==> src/rtl/serial_word_collector.sv <==
module serial_word_collector #(
  parameter int WORD_LEN    = 5,
  parameter bit EXT_RELEASE = 1'b0
) (
  input  logic clk,
  input  logic rst_n,
  input  logic in0_pulse,
  input  logic in1_pulse,
  input  logic release_cmd,
  output logic out_pulse,
  output logic out_valid,
  output logic busy
);
  localparam int CW = $clog2(WORD_LEN + 1);

  logic [WORD_LEN-1:0] col, rel;
  logic [CW-1:0]       cnt, left;
  logic                dly_v, dly_b;

  logic bit_in, bval, full, xfer, push, shove;

  assign bit_in = in0_pulse ^ in1_pulse;
  assign bval   = in1_pulse & ~in0_pulse;
  assign full   = (cnt == CW'(WORD_LEN));
  assign busy   = (left != '0);

  generate
    if (EXT_RELEASE) begin : g_cmd
      assign xfer  = release_cmd & ~busy & (cnt != '0);
      assign shove = bit_in & full & ~busy & ~xfer;
    end else begin : g_cnt
      assign xfer  = full & ~busy;
      assign shove = 1'b0;
    end
  endgenerate

  assign push = bit_in & (xfer | ~full);

  always_ff @(posedge clk) begin
    if (!rst_n) begin
      col   <= '0;
      rel   <= '0;
      cnt   <= '0;
      left  <= '0;
      dly_v <= 1'b0;
      dly_b <= 1'b0;
    end else begin
      dly_v <= shove;
      if (shove) dly_b <= col[WORD_LEN-1];
      if (xfer) begin
        rel  <= col << (WORD_LEN - int'(cnt));
        left <= cnt;
        col  <= push ? {{(WORD_LEN-1){1'b0}}, bval} : '0;
        cnt  <= push ? CW'(1) : '0;
      end else begin
        if (busy) begin
          left <= left - 1'b1;
          rel  <= rel << 1;
        end
        if (push) begin
          col <= {col[WORD_LEN-2:0], bval};
          cnt <= cnt + 1'b1;
        end else if (shove) begin
          col <= {col[WORD_LEN-2:0], bval};
        end
      end
    end
  end

  assign out_valid = busy | dly_v;
  assign out_pulse = busy ? rel[WORD_LEN-1] : (dly_v & dly_b);
endmodule

==> config.mk <==
export PLATFORM = sky130hd
export DESIGN_NAME = serial_word_collector
export DESIGN_NICKNAME = d
export VERILOG_FILES = /design/src/rtl/serial_word_collector.sv
export SDC_FILE = /design/constraint.sdc
export NUM_CORES = 1
export LEC_CHECK = 0
export ABC_CLOCK_PERIOD_IN_PS = 2250
export BUFFER_PORTS_ARGS = -buffer_cell sky130_fd_sc_hd__buf_2
export CAP_MARGIN = 15
export CORE_MARGIN = 1
export CORE_UTILIZATION = 49
export DETAILED_ROUTE_END_ITERATION = 10
export PLACE_DENSITY = 0.69
export SYNTH_ARGS = -nofsm -noshare
export SYNTH_HDL_FRONTEND = slang
export SYNTH_SLANG_ARGS = --single-unit
==> constraint.sdc <==
create_clock -name clk -period 2.25 [get_ports clk]
set_input_delay 0.1125 -clock clk [delete_from_list [all_inputs] [get_ports clk]]
set_output_delay 0.1125 -clock clk [all_outputs]
set_load 0.01 [all_outputs]
After elaboration in Yosys (flattened, before gate mapping)
Cells that the tools add are included.
{"block": "classes", "add_sub_neg": 3, "eq_ne": 1, "shift": 1, "mux": 11, "n_bitwise": 8, "reduce_logical": 3}
{"cell": "$shl A5 B32 Y5", "n": 1}
{"cell": "$mux W5", "n": 4}
{"cell": "$mux W3", "n": 4}
{"cell": "$reduce_bool A2 Y1", "n": 2}
{"cell": "$sub A3 B3 Y4 const A", "n": 1}
{"cell": "$add A3 B1 Y3 const B", "n": 1}
{"cell": "$and A1 B1 Y1", "n": 3}
{"cell": "$eq A3 B3 Y1 const B", "n": 1}
{"cell": "$mux W1", "n": 3}
{"cell": "$not A1 Y1", "n": 3}
{"cell": "$reduce_bool A3 Y1", "n": 1}
{"cell": "$sub A3 B1 Y3 const B", "n": 1}
{"cell": "$or A1 B1 Y1", "n": 1}
{"cell": "$xor A1 B1 Y1", "n": 1}
{"block": "totals", "ff_bits": 16, "inputBits": 5, "out_inout_bits": 3}

Logic depth before layout (Yosys ltp)
{"block": "depth", "word_depth": 7, "depth_mapped": 7, "mapped_depth_nobuf": 6}

Worst setup path after synthesis
Ideal clock, no wire load.
{"block": "synth_path", "path_type": "register to register", "start": "register cnt[1]", "end": "register cnt[2]", "arrival_ps": 1554, "t_required_ps": 2135, "path_slack_ps": 581, "path_stages_with_launch": 7, "n_path_buf": 0, "synth_period_minus_slack_ps": 1669, "path_cell_list": "dfxtp_1 > inv_1 > ha_1 > a21oi_2 > nand2_1 > mux2i_1 > and2_1"}
{"block": "synth_via", "elab_chain_len": 5}
{"element": "start: declaration", "line_no": "17", "source": "logic [CW-1:0] cnt, left;"}
{"element": "start signal: assignment", "line_no": "54", "source": "cnt <= push ? CW'(1) : '0;"}
{"element": "start signal: assignment", "line_no": "62", "source": "cnt <= cnt + 1'b1;"}
{"element": "$eq A3 B3 Y1", "line_no": "24", "source": "assign full = (cnt == CW'(WORD_LEN));"}
{"element": "$and A1 B1 Y1 or $not A1 Y1 (tied branches)", "line_no": "32, 37"}
{"element": "$or A1 B1 Y1", "line_no": "37", "source": "assign push = bit_in & (xfer | ~full);"}
{"element": "$and A1 B1 Y1", "line_no": "37"}
{"element": "$reduce_bool A2 Y1 (no line)"}
Several ways; a longest one is shown, not always the timed one. The select of a mux whose other input is x is not followed.
A chain may end at the register's enable or synchronous reset.

Final worst setup path
{"block": "layout_path", "start": "register left[0]", "end": "output port out_pulse"}
{"block": "layout_via", "elab_chain_len": 2}
{"element": "start: declaration", "line_no": "17"}
{"element": "start signal: assignment", "line_no": "52", "source": "left <= cnt;"}
{"element": "start signal: assignment", "line_no": "57", "source": "left <= left - 1'b1;"}
{"element": "$reduce_bool A3 Y1", "line_no": "25", "source": "assign busy = (left != '0);"}
{"element": "$mux W1", "line_no": "71", "source": "assign out_pulse = busy ? rel[WORD_LEN-1] : (dly_v & dly_b);"}
{"element": "end: declaration", "line_no": "10", "source": "output logic out_pulse,"}
Every way passes these cells.

==> results.py <==
metrics = {
    "critical_path": {
        "cp_max_fo": 8,
        "max_stage_delay_ns": 0.39,
        "cp_cell_sequence": "inv_1, ha_1, nor2b_1, buf_4, inv_1, and2_1, buf_2",
        "path_class": "flop to output pin",
        "cpMostUsedCell": "inv_1",
        "cp_top_family": "simple AND/OR/NAND/NOR gates",
        "crit_path_start_kind": "flop",
        "critPathRequiredTime_ns": 2.14,
        "crit_slowest_cell": "nor2b_1",
        "crit_buf_inv": 4,
        "critPathArrivalTime_ns": 1.92,
        "worstSetupEndpointType": "output pin",
    },
    "sta": {
        "rsz0062_at_grt": "no",
        "finalHoldViolCount": 0,
        "tns_ns": 0,
        "finalSetupViolCount": 0,
        "relSlewSlack_pct": 63.9,
        "slew_violations": 0,
        "finalClockSkew_ns": 0.00160,
        "fin_crit_ns": 2.03,
        "fin_crit_sh_pct": 90.4,
        "tightest_slew_ns": 0.540,
        "timing.fmax_mhz": 492,
    },
    "logic_synthesis": {
        "syn_inst": 103,
        "synth_top_cell_by_area": "dfxtp_1",
        "async_flop_share_pct": 0,
        "synth_edf_count": 0,
        "syn-mean-instance-area_um2": 8.82,
        "yosysMostFrequentCell": "dfxtp_1",
        "yosysUniqueCellTypes": 33,
        "ys_seq_elements": 16,
        "syn_nets": 114,
        "syn_area_um2": 908,
        "yosys_warnings": 0,
        "ys.flop_type": "dfxtp_1",
        "ys_seq_area_share_pct": 35.3,
        "synth_top_cell_area_share_pct": 35.3,
        "synth_commonest_cells": "dfxtp_1, nand2_1, nor2b_1, o21ai_0",
        "synthTopCellsByArea": "dfxtp_1, ha_1, mux2i_1, nor2b_1, nand2_1",
    },
    "power_and_ir_drop": {
        "internal_power_uw": 598,
        "switching_share_pct": 37.8,
        "ir_drop_v": 0.000829,
        "p_sw_uw": 364,
        "p_per_area_nw_per_um2": 962,
        "p_leak_nw": 0.415,
        "pwr-share-comb_pct": 39.9,
        "p_seq_share_pct": 39.9,
        "p_clk_share_pct": 20.3,
    },
    "finish": {
        "final_nets": 123,
        "drive_gt1_share_pct": 16.2,
        "design_area_um2": 1000,
        "antennaDiodeCount": 0,
        "area_growth_pct": 10.1,
    },
    "route": {
        "post_drt_wl_per_cell_um": 13.2,
        "drc_errors": 0,
        "drt_pre_antenna_iters": 4,
        "met3_wirelength_um": 39,
        "wl_met1_um": 861,
        "wl_met2_um": 861,
        "drt_iter0_markers": 22,
        "vias": 764,
        "wl_um": 1790,
        "ant_nets": 0,
        "vias_per_cell": 5.62,
        "dr.max_layer_used": "met4",
    },
    "run_status": {
        "status": "completed",
    },
    "global_route": {
        "grt_overflow": 0,
        "grt_pass1_wl_um": 2940,
        "grt.total_usage_pct": 20.1,
        "antenna_found_initial": 0,
        "grt_max_degree": 17,
        "grt_pass1_vias": 678,
    },
    "clock_tree": {
        "cts_tree": "yes",
        "cts_hold_buf": 0,
        "htree_levels": 1,
        "cts_resized": 0,
        "numCtsBuffers": 3,
        "clk_pin_slew_worst_paths_ns": 0.10,
        "cts_max_path_buffers": 2,
        "cts_setup_buffers": 0,
        "cts-root-buf": "clkbuf_4",
        "clock-sinks": 16,
        "clk_latency_ns": 0.29,
    },
    "floorplanning": {
        "start_util_pct": 52.6,
        "io_pins": 8,
        "die_x_um": 45.1,
        "num_rows": 15,
        "coreArea_um2": 1730,
        "chipHeight_um": 45.1,
        "die-area_um2": 2030,
    },
    "placement": {
        "place_hpwl_um": 1230,
        "gp_congestion": 0.749,
        "placed_cell_area_um2": 963,
        "numPortBuffers": 6,
    },
    "run": {
        "max-cap-violations": 0,
    },
    "worst_hold_path": {
        "holdCritPathClass": "input port to flop",
    },
}
==> power groups by stage <==
stage                     clock network, mW  logic [mW]  registers [mW]
final                                 0.195       0.383           0.383
after global routing                  0.203       0.424           0.392
after CTS                             0.198       0.384           0.382
after detailed placement                  0       0.377           0.388
after global placement                    0       0.372           0.384
after floorplan                           0       0.304           0.374
==> worst paths after layout <==
check,from,endpoint,slack [ns],cells past startpoint
max,left[0],out_pulse,0.22,7
min reg2reg,left[0],left[0],0.55,1
max reg2reg,cnt[1],rel[4],0.49,6
min,rst_n,cnt[0],0.17,3
==> cell usage in the layout (no fill, tap or decap), drive strengths merged <==
master,synthesis,routed
a211oi,1,1
a21boi,1,1
a21oi,7,7
a22oi,5,5
a31oi,2,2
and2,2,2
and3,2,2
buf,3,8
clkbuf,1,4
dfxtp,16,16
ha,6,6
inv,6,6
mux2,1,1
mux2i,6,6
nand2,12,12
nand3,2,2
nand3b,1,1
nand4,1,1
nand4b,1,1
nor2,2,2
nor2b,8,8
nor3,2,2
nor4,1,1
o211a,1,1
o211ai,1,1
o21ai,9,9
o31ai,2,2
or3b,1,1
==> final cells by class <==
type	instances	area, um2
flip-flops and latches	16	320
fillers	163	727
multi-input cells	77	544
inverters	6	22.5
well taps	25	31.3
repair buffers	8	45.0
clock buffers	4	36.3
==> logic make-up after synthesis <==
group                      synth area share [%]
buffers and inverters                      4.82
adders and majority gates                  8.26
and+or+nand+nor                            21.6
DFF                                        35.3
muxes                                      7.85
AOI/OAI and AO/OA                          22.2
==> sequential cells by signal (all words and copies together) (netlist names) <==
register and count:
cnt 3, col 5, left 3, rel 5
==> worst min-delay path, stage by stage <==
cell,delay [ns]
buf_2,0.18
o31ai_1,0.09
a21oi_1,0.04
==> layer usage <==
layer	vias to the layer above	track usage, %
li1	382	-
met1	362	26.9
met2	15	31.9
met3	5	2.40
met4	0	9.70
met5	-	0
==> through the flow <==
stage | instances | setup WS [ns] | power [mW] | hold WS, ns | util [%]
floorplan | 103 | 0.581 | 0.678 | 0.241 | -
global placement | 132 | 0.566 | 0.755 | 0.480 | 55.8
detailed placement | 132 | 0.575 | 0.766 | 0.480 | 55.8
CTS | 136 | 0.222 | 0.964 | 0.169 | 57.9
global route | 136 | 0.0791 | 1.02 | 0.190 | 57.9
finish | 136 | 0.216 | 0.961 | 0.172 | 57.9
Power figures use the tool's default switching activity.
